$ cat config.mk
export PLATFORM = sky130hd
export DESIGN_NAME = simd_narrow_sat
export DESIGN_NICKNAME = d
export VERILOG_FILES = /design/src/rtl/simd_narrow_pkg.sv /design/src/rtl/narrow_lane.sv /design/src/rtl/narrow_group.sv /design/src/rtl/simd_narrow_sat.sv
export SDC_FILE = /design/constraint.sdc
export NUM_CORES = 1
export LEC_CHECK = 0
export ABC_AREA = 1
export BUFFER_PORTS_ARGS = -buffer_cell sky130_fd_sc_hd__buf_2
export CAP_MARGIN = 10
export CORE_MARGIN = 3
export CORE_UTILIZATION = 46
export DETAILED_ROUTE_END_ITERATION = 16
export PLACE_DENSITY = 0.73
export SLEW_MARGIN = 0
export SYNTH_ARGS = -nofsm -noshare
export SYNTH_HDL_FRONTEND = slang
export SYNTH_HIERARCHICAL = 1
export SYNTH_SLANG_ARGS = --single-unit
$ cat constraint.sdc
create_clock -name clk_i -period 0.8 [get_ports clk_i]
set_input_delay 0.16 -clock clk_i [delete_from_list [all_inputs] [get_ports clk_i]]
set_output_delay 0.16 -clock clk_i [all_outputs]
set_load 0.02 [all_outputs]
$ cat src/rtl/simd_narrow_pkg.sv
package simd_narrow_pkg;
  localparam int unsigned SRC_W     = 64;
  localparam int unsigned RES_W     = SRC_W / 2;
  localparam int unsigned BASE_LW   = 8;
  localparam int unsigned NUM_SIZES = 3;
  localparam int unsigned SZ_W      = 2;

  typedef enum logic [1:0] {
    NM_TRUNC = 2'b00,
    NM_S2U   = 2'b01,
    NM_S2S   = 2'b10,
    NM_U2U   = 2'b11
  } narrow_mode_e;
endpackage

$ cat src/rtl/narrow_lane.sv
module narrow_lane
  import simd_narrow_pkg::*;
#(
  parameter int unsigned OUT_W = 8,
  localparam int unsigned IN_W = 2 * OUT_W
) (
  input  logic [IN_W-1:0]  lane_i,
  input  narrow_mode_e     mode_i,
  output logic [OUT_W-1:0] lane_o,
  output logic             sat_o
);
  localparam logic [OUT_W-1:0] ALL_ONES = '1;
  localparam logic [OUT_W-1:0] S_MAX    = {1'b0, {(OUT_W-1){1'b1}}};
  localparam logic [OUT_W-1:0] S_MIN    = {1'b1, {(OUT_W-1){1'b0}}};

  logic [OUT_W-1:0] low;
  logic             neg;
  logic             s_fits;
  logic             u_hi_set;
  logic             s2u_hi_set;

  assign low        = lane_i[OUT_W-1:0];
  assign neg        = lane_i[IN_W-1];
  // signed fit: bits above the destination sign all copy it
  assign s_fits     = (&lane_i[IN_W-1:OUT_W-1]) | ~(|lane_i[IN_W-1:OUT_W-1]);
  assign u_hi_set   = |lane_i[IN_W-1:OUT_W];
  assign s2u_hi_set = |lane_i[IN_W-2:OUT_W];

  always_comb begin
    lane_o = low;
    sat_o  = 1'b0;
    unique case (mode_i)
      NM_TRUNC: ;
      NM_S2S: if (!s_fits) begin
        lane_o = neg ? S_MIN : S_MAX;
        sat_o  = 1'b1;
      end
      NM_U2U: if (u_hi_set) begin
        lane_o = ALL_ONES;
        sat_o  = 1'b1;
      end
      NM_S2U: if (neg) begin
        lane_o = '0;
        sat_o  = 1'b1;
      end else if (s2u_hi_set) begin
        lane_o = ALL_ONES;
        sat_o  = 1'b1;
      end
      default: ;
    endcase
  end
endmodule

$ cat src/rtl/narrow_group.sv
module narrow_group
  import simd_narrow_pkg::*;
#(
  parameter int unsigned OUT_LW = 8,
  parameter int unsigned GSRC_W = SRC_W,
  localparam int unsigned IN_LW  = 2 * OUT_LW,
  localparam int unsigned GRES_W = GSRC_W / 2,
  localparam int unsigned NL     = GSRC_W / IN_LW
) (
  input  logic [GSRC_W-1:0] src_i,
  input  narrow_mode_e      mode_i,
  output logic [GRES_W-1:0] res_o,
  output logic              sat_o
);
  logic [NL-1:0] lane_sat;

  for (genvar l = 0; l < NL; l++) begin : g_lane
    narrow_lane #(.OUT_W(OUT_LW)) u_lane (
      .lane_i (src_i[l*IN_LW +: IN_LW]),
      .mode_i (mode_i),
      .lane_o (res_o[l*OUT_LW +: OUT_LW]),
      .sat_o  (lane_sat[l])
    );
  end

  assign sat_o = |lane_sat;
endmodule

$ cat src/rtl/simd_narrow_sat.sv
module simd_narrow_sat
  import simd_narrow_pkg::*;
(
  input  logic             clk_i,
  input  logic             rst_ni,
  input  logic [SRC_W-1:0] src_i,
  input  logic [SZ_W-1:0]  size_i,
  input  logic             sat_op_i,
  input  logic             q_i,
  input  logic             sat_clr_i,
  output logic [RES_W-1:0] res_o,
  output logic             size_err_o,
  output logic             sat_o
);
  narrow_mode_e     mode;
  logic [RES_W-1:0] grp_res [NUM_SIZES];
  logic             grp_sat [NUM_SIZES];
  logic [RES_W-1:0] res_d;
  logic             sat_hit;
  logic             size_bad;

  assign mode = narrow_mode_e'({sat_op_i, q_i});

  for (genvar s = 0; s < NUM_SIZES; s++) begin : g_size
    narrow_group #(.OUT_LW(BASE_LW << s), .GSRC_W(SRC_W)) u_grp (
      .src_i  (src_i),
      .mode_i (mode),
      .res_o  (grp_res[s]),
      .sat_o  (grp_sat[s])
    );
  end

  always_comb begin
    res_d    = '0;
    sat_hit  = 1'b0;
    size_bad = 1'b1;
    for (int s = 0; s < NUM_SIZES; s++) begin
      if (size_i == SZ_W'(s)) begin
        res_d    = grp_res[s];
        sat_hit  = grp_sat[s];
        size_bad = 1'b0;
      end
    end
  end

  always_ff @(posedge clk_i or negedge rst_ni) begin
    if (!rst_ni) begin
      res_o      <= '0;
      size_err_o <= 1'b0;
      sat_o      <= 1'b0;
    end else begin
      res_o      <= res_d;
      size_err_o <= size_bad;
      sat_o      <= (sat_o & ~sat_clr_i) | sat_hit;
    end
  end
endmodule

==> results.cfg <==
[outcome]
status = finished with violations
violations = setup timing

[route]
met1_length_mm = 11.2
viasPerCell = 5.43
top_layer = met5
met2RoutedLength_mm = 14.7
wl_mm = 30.9
wl_met3_mm = 2.73
vias = 10800
drc = 0
ant_nets = 0
dr.first_iter.drc_count = 1038
wl_per_cell_um = 15.5
drt_first_pass_iters = 7

[floorplan]
core_area_um2 = 15500
dieHeight_um = 133
ios = 105
start_util_pct = 47.9
die-area_um2 = 17700
die_x_um = 133
core.rowCount = 45

[sta]
worst_pin_slew_ps = 322
setup_tns_ps = -27320
hold_viol_final = 0
fin_crit_sh_pct = 187
finalClockSkew_ps = 0
slew_headroom_pct = 78.5
slew_viol_final = 0
rsz0062_at_grt = yes
setup_viol = 67
fin_hold_ws_ps = 160
max_freq_mhz = 668
min_period_ps = 1500
setup_ws_ps = -696

[cts]
cts_tree = built
cts_made_buffers = 5
clk_pin_slew_ps = 60
insertion_delay_ps = 290
cts.htree.levels = 2
clockBufferDepth = 2
clockRootBuffer = clkbuf_16
cts_sinks = 34

[yosys]
synth_seq_area_share_pct = 11.5
synth.largest_area_cell = nand2_1
ys_async_sr_fraction_pct = 100
ys_warn_count = 6
synthesis.area_um2 = 7420
yosysMostFrequentCell = nand2_1
yosysUniqueCellTypes = 32
synth_area_leaders = nand2_1, nand3_1, dfrtp_1
yosysTopAreaCellShare_pct = 36.2
synth_edf_count = 0
syn_avg_cell_area_um2 = 4.97
synthCells = 1493
synth-main-ff-cell = dfrtp_1
yosys-top-cells-count = nand2_1, nand3_1, inv_1
ys_ff_latch = 34
synth_fp_nets = 1564

[global_route]
grt_pass1_vias = 9847
grt_max_degree = 35
grt_pass1_wl_mm = 47.3
antenna_found_initial = 2
gr-total-overflow = 0
track_usage_pct = 32.1

[setup_path]
crit_path_top_delay_cell = nor2_8
cpPeakStageDelay_ps = 200
worstSetupStartpoint = src_i[55]
r2r_slack_ps = 50
r2r_start = sat_o
cp_cell_sequence = buf_2 -> nor2_4 -> nand2_1 -> nor2_2 -> nand2_2 -> nor2_8 -> buf_12 -> buf_6 -> nand2_2 -> nand2_1 -> nand2_1 -> clkinv_2 -> nand3_2 -> nand2_2 -> nand3_4
crit_required_ps = 960
endpoint_kind = register
critPathLaunchType = input pin
crit_arrival_ps = 1650
crit_fanout = 4
crit_type = input pin to register

[finish]
final_util_pct = 71.2
drive_above_1_share_pct = 31.1
layout-area-overhead-vs-synth_pct = 48.6
nets = 1848

[pwr]
ir_worst_vdd_mv = 0.668
p_leak_nw = 5.74
power.density_nw_per_um2 = 868
p_total_mw = 9.58

[hold_path]
min_from = size_i[1]
hold_path.class = input pin to register

[place]
place.gp.congestion = 0.983
dp_hpwl_mm = 21.4
portBuffers = 104

[run]
cap_violations = 0
repair_timing:
action                                  CTS  global route
gates cloned                              7             4
pin swaps                                31            47
endpoints found under the setup margin   67            67
hold endpoints to repair                 34             0
gates resized for setup                 132            82
hold buffers                              1             0
setup buffers                             7             4
layout by cell type (no fill, tap or decap), types with 2 or more instances in the layout:
cell type / count
buf_16: 5
a21oi_1: 4
buf_12: 31
clkbuf_16: 8
dfrtp_1: 34
or2_2: 4
o21ai_1: 2
nor2_2: 24
nand2_1: 664
o2111ai_1: 2
nor2_4: 18
clkinv_2: 15
nand2_2: 49
nand3_2: 71
inv_1: 183
nand3_4: 3
nor3_1: 4
bufinv_16: 2
a21oi_4: 4
nor3_2: 2
o22ai_1: 6
nand2_4: 9
o21ai_0: 4
nor2_1: 88
nand3_1: 201
buf_2: 67
inv_2: 9
clkinv_1: 14
buf_8: 4
and2_0: 2
nand4_1: 16
buf_6: 46
buf_4: 175
cell type report:
type	count	area, µm²
Timing Repair Buffer	332	3070
Fill cell	1245	4450
Sequential cell	34	851
Inverter	221	848
Antenna cell	1	2.50
Clock buffer	5	125
Multi-Input combinational cell	1183	5800
Tap cell	211	264
Clock inverter	3	68.8
path summary, 6_finish.rpt:
check                        endpoint  cells after the start
setup / recovery             res_o[9]                     15
hold / removal             size_err_o                      3
setup reg to reg                sat_o                      4
hold reg to reg                 sat_o                      4
max in group asynchronous   res_o[29]                      3
min in group asynchronous   res_o[10]                      3
cells by family (layout without fill, tap and decap cells):
group | Yosys count | after routing | share of synthesized area (%)
simple gates | 1158 | 1158 | 68.7
other cells | 0 | 1 | 0
compound gates | 25 | 25 | 2.56
buf+inv | 276 | 561 | 17.3
flops | 34 | 34 | 11.5
metal layers:
metal / track usage, % / vias to the layer above
met1: 37.4 / 4789
met2: 55.8 / 658
li1: - / 5159
met4: 20.1 / 2
met5: 0 / -
met3: 3.88 / 189
worst max-delay path: cells and delay by family:
family,cells,cell delay [ps]
and+or+nand+nor,11,1070
buffers and inverters,4,420
sequential cells by signal (all words and copies together) (netlist names):
| register | cells |
|---|---|
| res_o | 32 |
| sat_o | 1 |
| size_err_o | 1 |
report_power, final:
group / internal (mW) / switching, mW / total [mW]
registers: 1.92 / 0.122 / 2.04
logic: 2.04 / 2.81 / 4.85
clock network: 1.79 / 0.897 / 2.69
total: 5.75 / 3.83 / 9.58
per-stage QoR:
step	cell area, µm²	std cells	setup slack (ps)
2_1_floorplan	7530	1493	-490
3_3_place_gp	9740	1958	-945
3_5_place_dp	9740	1958	-981
4_1_cts	10600	1981	-601
5_1_grt	11000	1989	-788
6_report	11000	1990	-696
No activity file was read; power rests on OpenSTA's default activity.
